## src/rtl/sram_rdw_pkg.sv

```systemverilog
`timescale 1ns/1ps
package sram_rdw_pkg;

    typedef enum logic [1:0] {
        COLL_OLD  = 2'd0,
        COLL_NEW  = 2'd1,
        COLL_HOLD = 2'd2
    } coll_mode_e;

    typedef enum logic {
        PATH_COMB = 1'b0,
        PATH_REG  = 1'b1
    } read_path_e;

    typedef enum logic [1:0] {
        SRC_ARRAY  = 2'd0,
        SRC_BYPASS = 2'd1,
        SRC_KEEP   = 2'd2
    } rd_src_e;

endpackage

```

## src/rtl/rdw_store.sv

```systemverilog
`timescale 1ns/1ps
module rdw_store #(
    parameter int DATA_W = 8,
    parameter int ADDR_W = 8
) (
    input  logic              clk,
    input  logic              rst_n,
    input  logic              wr_en,
    input  logic [ADDR_W-1:0] wr_addr,
    input  logic [DATA_W-1:0] wr_data,
    input  logic [ADDR_W-1:0] rd_addr,
    output logic [DATA_W-1:0] raw_word
);
    localparam int DEPTH = 1 << ADDR_W;

    logic [DATA_W-1:0] cells [DEPTH];

    always_ff @(posedge clk) begin
        if (wr_en) begin
            cells[wr_addr] <= wr_data;
        end
    end

    assign raw_word = cells[rd_addr];

    // a written word is present at its address after the edge
    p_write_lands_r1: assert property (@(posedge clk) disable iff (!rst_n)
        wr_en |=> cells[$past(wr_addr)] == $past(wr_data));

endmodule

```

## src/rtl/rdw_select.sv

```systemverilog
`timescale 1ns/1ps
module rdw_select import sram_rdw_pkg::*; #(
    parameter int         ADDR_W = 8,
    parameter coll_mode_e MODE   = COLL_OLD
) (
    input  logic              wr_en,
    input  logic [ADDR_W-1:0] wr_addr,
    input  logic              rd_en,
    input  logic [ADDR_W-1:0] rd_addr,
    output rd_src_e           src
);
    logic hit;

    always_comb begin
        hit = wr_en && (wr_addr == rd_addr);
        src = SRC_ARRAY;
        if (!rd_en) begin
            src = SRC_KEEP;
        end else begin
            unique case (MODE)
                COLL_OLD:  src = SRC_ARRAY;
                COLL_NEW:  src = hit ? SRC_BYPASS : SRC_ARRAY;
                COLL_HOLD: src = wr_en ? SRC_KEEP : SRC_ARRAY;
                default:   src = SRC_ARRAY;
            endcase
        end
    end

endmodule

```

## src/rtl/rdw_readport.sv

```systemverilog
`timescale 1ns/1ps
module rdw_readport import sram_rdw_pkg::*; #(
    parameter int         DATA_W = 8,
    parameter read_path_e PATH   = PATH_REG
) (
    input  logic              clk,
    input  logic              rst_n,
    input  rd_src_e           src,
    input  logic [DATA_W-1:0] raw_word,
    input  logic [DATA_W-1:0] wr_data,
    output logic [DATA_W-1:0] rd_data
);
    logic [DATA_W-1:0] pick;
    logic [DATA_W-1:0] keep_q;
    logic              primed_q;

    always_comb begin
        unique case (src)
            SRC_ARRAY:  pick = raw_word;
            SRC_BYPASS: pick = wr_data;
            SRC_KEEP:   pick = keep_q;
            default:    pick = keep_q;
        endcase
    end

    always_ff @(posedge clk or negedge rst_n) begin
        if (!rst_n) begin
            keep_q   <= '0;
            primed_q <= 1'b0;
        end else begin
            keep_q   <= pick;
            primed_q <= 1'b1;
        end
    end

    generate
        if (PATH == PATH_REG) begin : g_reg
            assign rd_data = keep_q;

            // a kept cycle leaves the registered output untouched
            p_keep_stable_r7: assert property (@(posedge clk) disable iff (!rst_n)
                src == SRC_KEEP |=> $stable(rd_data));
            // bypassed write data appears after the edge
            p_bypass_lands_r5: assert property (@(posedge clk) disable iff (!rst_n)
                src == SRC_BYPASS |=> rd_data == $past(wr_data));
            // array word appears one edge after its address
            p_array_delay_r3: assert property (@(posedge clk) disable iff (!rst_n)
                src == SRC_ARRAY |=> rd_data == $past(raw_word));
        end else begin : g_comb
            assign rd_data = pick;

            // a kept cycle repeats the previous cycle's output
            p_keep_stable_r7: assert property (@(posedge clk) disable iff (!rst_n)
                primed_q && src == SRC_KEEP |-> $stable(rd_data));
            // write-through data is visible in the same cycle
            p_bypass_now_r5: assert property (@(posedge clk) disable iff (!rst_n)
                src == SRC_BYPASS |-> rd_data == wr_data);
        end
    endgenerate

endmodule

```

## src/rtl/sync_rdw_ram.sv

```systemverilog
`timescale 1ns/1ps
module sync_rdw_ram import sram_rdw_pkg::*; #(
    parameter int         DATA_W    = 8,
    parameter int         ADDR_W    = 8,
    parameter coll_mode_e COLL_MODE = COLL_OLD,
    parameter read_path_e READ_PATH = PATH_REG
) (
    input  logic              clk,
    input  logic              rst_n,
    input  logic              wr_en,
    input  logic [ADDR_W-1:0] wr_addr,
    input  logic [DATA_W-1:0] wr_data,
    input  logic              rd_en,
    input  logic [ADDR_W-1:0] rd_addr,
    output logic [DATA_W-1:0] rd_data
);
    logic [DATA_W-1:0] raw_word;
    rd_src_e           src;

    rdw_store #(.DATA_W(DATA_W), .ADDR_W(ADDR_W)) u_store (
        .clk      (clk),
        .rst_n    (rst_n),
        .wr_en    (wr_en),
        .wr_addr  (wr_addr),
        .wr_data  (wr_data),
        .rd_addr  (rd_addr),
        .raw_word (raw_word)
    );

    rdw_select #(.ADDR_W(ADDR_W), .MODE(COLL_MODE)) u_select (
        .wr_en   (wr_en),
        .wr_addr (wr_addr),
        .rd_en   (rd_en),
        .rd_addr (rd_addr),
        .src     (src)
    );

    rdw_readport #(.DATA_W(DATA_W), .PATH(READ_PATH)) u_port (
        .clk      (clk),
        .rst_n    (rst_n),
        .src      (src),
        .raw_word (raw_word),
        .wr_data  (wr_data),
        .rd_data  (rd_data)
    );

    generate
        if (COLL_MODE == COLL_HOLD && READ_PATH == PATH_REG) begin : g_hold_chk
            // any write freezes the registered output in hold mode
            p_write_freezes_r6: assert property (@(posedge clk) disable iff (!rst_n)
                wr_en |=> $stable(rd_data));
        end
        if (COLL_MODE == COLL_OLD && READ_PATH == PATH_REG) begin : g_old_chk
            // a same-address collision returns the pre-write word
            p_old_on_hit_r4: assert property (@(posedge clk) disable iff (!rst_n)
                rd_en && wr_en && wr_addr == rd_addr |=> rd_data == $past(raw_word));
        end
    endgenerate

endmodule

```

## config.mk

```make
export PLATFORM = sky130hd
export DESIGN_NAME = sync_rdw_ram
export DESIGN_NICKNAME = d
export VERILOG_FILES = /design/src/rtl/sram_rdw_pkg.sv /design/src/rtl/rdw_store.sv /design/src/rtl/rdw_select.sv /design/src/rtl/rdw_readport.sv /design/src/rtl/sync_rdw_ram.sv
export SDC_FILE = /design/constraint.sdc
export NUM_CORES = 2
export LEC_CHECK = 0
export BUFFER_PORTS_ARGS = -buffer_cell sky130_fd_sc_hd__buf_2
export CELL_PAD_IN_SITES_DETAIL_PLACEMENT = 2
export CELL_PAD_IN_SITES_GLOBAL_PLACEMENT = 2
export CORE_ASPECT_RATIO = 1.1
export CORE_UTILIZATION = 37
export CTS_CLUSTER_DIAMETER = 60
export CTS_CLUSTER_SIZE = 40
export DETAILED_ROUTE_END_ITERATION = 10
export GPL_TIMING_DRIVEN = 0
export PLACE_DENSITY = 0.61
export REMOVE_ABC_BUFFERS = 1
export SLEW_MARGIN = 20
export SYNTH_ARGS = -nofsm -noshare
export SYNTH_HDL_FRONTEND = slang
export SYNTH_SLANG_ARGS = --single-unit
```

## constraint.sdc

```tcl
create_clock -name clk -period 4.78 [get_ports clk]
set_input_delay 0.717 -clock clk [delete_from_list [all_inputs] [get_ports clk]]
set_output_delay 0.717 -clock clk [all_outputs]
set_load 0.01 [all_outputs]
```

== After elaboration in Yosys (flattened, before gate mapping) ==
Memories as Yosys holds them, arrays and structs flattened.
Index checks and enable logic that the tools add are counted.
Widths: inputs -> output; s select.

* Bits in writable memories: 2,048
* Register bits: 8
* Memories: 1
* Input port bits: 28
* Output and inout bits: 8

* Multiplexer cells: 4
* Reduce and logical (&&, ||, !) cells: 2
* Equality and inequality tests: 1

{| class="wikitable"
|+ Memories
! memory !! words !! width !! rd ports !! clocked after memory_dff !! wr ports !! line !! text
|-
| u_store.cells || 256 || 8 || 1 || 0 || 1 || rdw_store.sv:16 || <nowiki>logic [DATA_W-1:0] cells [DEPTH];</nowiki>
|}

{| class="wikitable"
|+ Operators with widths
! operator !! number
|-
| $pmux 8 s2 || 1
|-
| $eq 2x1->1 const B || 1
|-
| $logic_not 2->1 || 1
|-
| $mux 1 || 2
|-
| $mux 2 || 1
|-
| $reduce_bool 2->1 || 1
|}

== Logic depth before layout (Yosys ltp) ==
* Word-level depth: 3
* Mapped depth: 13

== Hierarchy ==
Synthesis repeated with hierarchy kept, for this count alone.

* Cell total of the unflattened synthesis: 3,762
* Area, all modules: 79,784.0 µm²

{| class="wikitable"
|+ By module, submodules not included
! module !! times used !! area each (µm²) !! cells each !! seq. area each (µm²)
|-
| rdw_store || 1 || 79,396.1 || 3,725 || 61,499.0
|-
| rdw_readport || 1 || 372.9 || 34 || 200.2
|-
| rdw_select || 1 || 15.0 || 3 || 0.0
|}

== Worst setup path after synthesis ==
OpenSTA, ideal clock, no wires.

* Path kind: input to register
* Start: input rd_addr[0]
* End: register u_port.keep_q[5] (netlist: u_port.rd_data[5])
* Cell stages on the path: 9
* Buffers on the path: 2
* Setup slack: 2.012 ns
* Required time: 4.654 ns
* Data arrival time: 2.641 ns
* Setup time: 0.126 ns
* Cell sequence: buf_6 buf_2 mux4_2 and2_0 a2111oi_0 a311oi_1 o21ai_0 nor4_1 a311o_1

* Longest elaborated chain between the ends: 2

{| class="wikitable"
|+ Ends and longest elaborated chain
! what !! line !! text
|-
| start: declaration || sync_rdw_ram.sv:14 || <nowiki>input logic [ADDR_W-1:0] rd_addr,</nowiki>
|-
| $mem_v2 256x8 || n/a ||
|-
| $pmux 8 s2 || rdw_readport.sv:18 || <nowiki>unique case (src)</nowiki>
|-
| end signal: assignment || rdw_readport.sv:31 || <nowiki>keep_q <= pick;</nowiki>
|-
| end: declaration || rdw_readport.sv:14 || <nowiki>logic [DATA_W-1:0] keep_q;</nowiki>
|}

Every way passes these cells.
A chain may end at the register's enable or synchronous reset.

== Worst setup path after layout ==
Same ends and word-level chain as after synthesis.

==> metrics.txt <==
row count=178; Hold Path End=u_store.cells[55][4]; Reg-to-Reg Start=u_store.cells[71][6]; TritonCTS sink count=2056; Ports=36; max-slew violations=0; Post-DP HPWL=155000 µm; Mapped Area=80200 µm²; clock slew seen by the registers of the worst setup and hold paths=100 ps; chip width=446 µm; pre-CTS setup slack=-461 ps; Yosys cell types=63; fin nets=3893; CTS root buffer=clkbuf_16; initial antenna violation count=16; Crit path max-delay family=buffers and inverters; Top Layer Used=met5; CTS tree=built; post-cts resize count=0; RSZ-0062 raised after global routing=no; drt wl/cell=36.0 µm; HP Class=input port to flop; die area=219000 µm²; result of the run=completed; setup bufs post-CTS=0; met2 wire len=124000 µm; DRT Pass-1 Iters=5; WS Path Type=input port to flop; Vias=39600; sequential cell area fraction in the yosys report=76.9%; drc violations=0; CP Buf/Inv Count=4; Mean Syn Cell Area=20.9 µm²; yosys warns=0; Comb pwr share=5.7%; leading cell type in the layout, fill and taps excluded=edfxtp_1; R2R Path End=u_port.rd_data[6]; Internal=27.0 mW; Post-DRT Antenna Nets=0; switching power=8.50 mW; final worst setup slack=415 ps; met3 routed WL=11800 µm; total core area=215000 µm²; FF-to-FF setup slack=1760 ps; worst r2r path cells=6; fraction of layout cells with a size suffix above 1=21.2%; period utilization=91.3%; Die Y=490 µm; Synth top area share=76.7%; Worst slew margin=15.2%; Final GP Congestion=0.787; Met1 Routed Length=103000 µm; power density cells=397 nW/µm²; FMAX=0.229 GHz; Hold Path Cell Cnt=1; remaining global-route overflow=0; H-tree depth=4; crit end category=flop; gr usage total=22.6%; slowest stage delay, CP=680 ps; area leader, netlist=edfxtp_1; Area Overhead vs Synth=11.7%; Pleak=27.3 nW; Clock Latency Late Sink=840 ps; final setup violation count=0; routed wire length=247000 µm; power share of the clock group=38.4%; clock buffer depth=3; worst path required time=5500 ps; sw frac=23.9%; Via density=5.77; ys async rst share=0.389%; buffers added on ports=35; critical path launch point type=input port; most used cell, CP=buf_16; most frequent cells in the layout=2048 x edfxtp_1, 438 x mux4_2, 301 x nor2_1; Slew @ Worst Pin=1270 ps; Hold WS=229 ps; Critical Path Slowest Stage Cell=a31oi_1; first-pass GRT wire length=346000 µm; Max rail drop VDD=0.000400 V; Initial Util=37.4%; Hold Crit Start=wr_data[4]; crit-path max FO=82; EDFF count, synth=2048; largest net degree at the start of global routing=117; flops & latches, synth=2056; final hold vios=0; initial DRC count=3994; vias in the first global route=42500; Synth area leaders=edfxtp_1 77%, mux4_2 12%, mux2i_1 2.6%; Data arrival, critical path=5080 ps; Tmin final=4360 ps; skew final=56.7 ps; critical path, cell by cell=buf_12 -> buf_16 -> buf_16 -> buf_16 -> mux4_2 -> a22oi_1 -> nand3_1 -> a31oi_1 -> nor4_2 -> a311o_1; sequential share of power=55.9%; total CTS buffers=146; Fill cells=19700; max cap viols=0; Mapped Cells=3835; Synth Flop Type=edfxtp_1
synthesized netlist by cell type, drive strengths merged (20+ instances only):
library cell	count
a21oi	41
o221ai	34
mux4	453
o21ai	42
a22oi	26
mux2i	207
buf	138
nor2	305
nand2	116
nand3	43
a2111oi	23
edfxtp	2048
nand4	20
clkbuf	94
o22ai	70
cell type report:
type / instances / area [µm²] / area share, %
multi-input cells: 1536 / 17200 / 19.2
well taps: 2880 / 3600 / 4.02
flip-flops and latches: 2056 / 61700 / 68.9
clock inverters: 103 / 1220 / 1.36
repair buffers: 114 / 1980 / 2.21
clock buffers: 163 / 3860 / 4.31
diodes: 4 / 10.0 / 0.0112
inverters: 11 / 53.8 / 0.0601
sequential cells by signal, indices dropped and copies added (netlist names):
register,flops
u_port.rd_data,8
u_store.cells,2048
stage by stage:
stage / setup TNS [ps] / power (mW) / cells / utilization (%) / cell area (µm²)
CTS: 0 / 35.8 / 6862 / 41.7 / 89600
floorplan: 0 / 21.0 / 3603 / - / 78700
global route: 0 / 36.4 / 6866 / 41.7 / 89600
finish: 0 / 35.5 / 6867 / 41.7 / 89600
global placement: -1411530 / 22.8 / 6518 / 38.4 / 82500
detailed placement: -2210 / 22.3 / 6595 / 39.3 / 84500
power by group through the flow:
| stage | registers, mW | logic, mW | clock network [mW] |
|---|---|---|---|
| final | 19.9 | 2.03 | 13.6 |
| after global routing | 19.9 | 2.12 | 14.4 |
| after detailed placement | 20.3 | 2.05 | 0 |
| after CTS | 19.9 | 2.05 | 13.9 |
| after global placement | 20.4 | 2.46 | 0 |
| after floorplan | 20.3 | 0.704 | 0 |
logic make-up after synthesis:
| logic type | Yosys count | synth area share [%] |
|---|---|---|
| flops | 2056 | 76.9 |
| mux | 664 | 15.4 |
| simple gates | 544 | 2.87 |
| compound gates | 328 | 2.84 |
| buf+inv | 243 | 1.94 |
how the worst max path moves through the flow:
stage               startpoint                end  slack (ps)  depth (start not counted)
finish              rd_addr[0]  u_port.rd_data[5]         420                         10
floorplan           rd_addr[4]  u_port.rd_data[4]        1190                          7
CTS                 rd_addr[0]  u_port.rd_data[1]         460                         11
global placement    rd_addr[0]  u_port.rd_data[6]      -18600                          7
detailed placement  rd_addr[0]  u_port.rd_data[1]        -460                         11
global route        rd_addr[0]  u_port.rd_data[5]         320                         10
per-layer routing:
metal,GRT usage [%],vias up
li1,-,16000
met2,37.8,1143
met4,7.63,10
met3,3.06,315
met1,30.3,22100
met5,0,-
timing repair:
action,CTS,global route
hold buffers,1,0
endpoints found under the setup margin,0,0
endpoints found under the hold margin,8,0
Power figures use the tool's default switching activity.
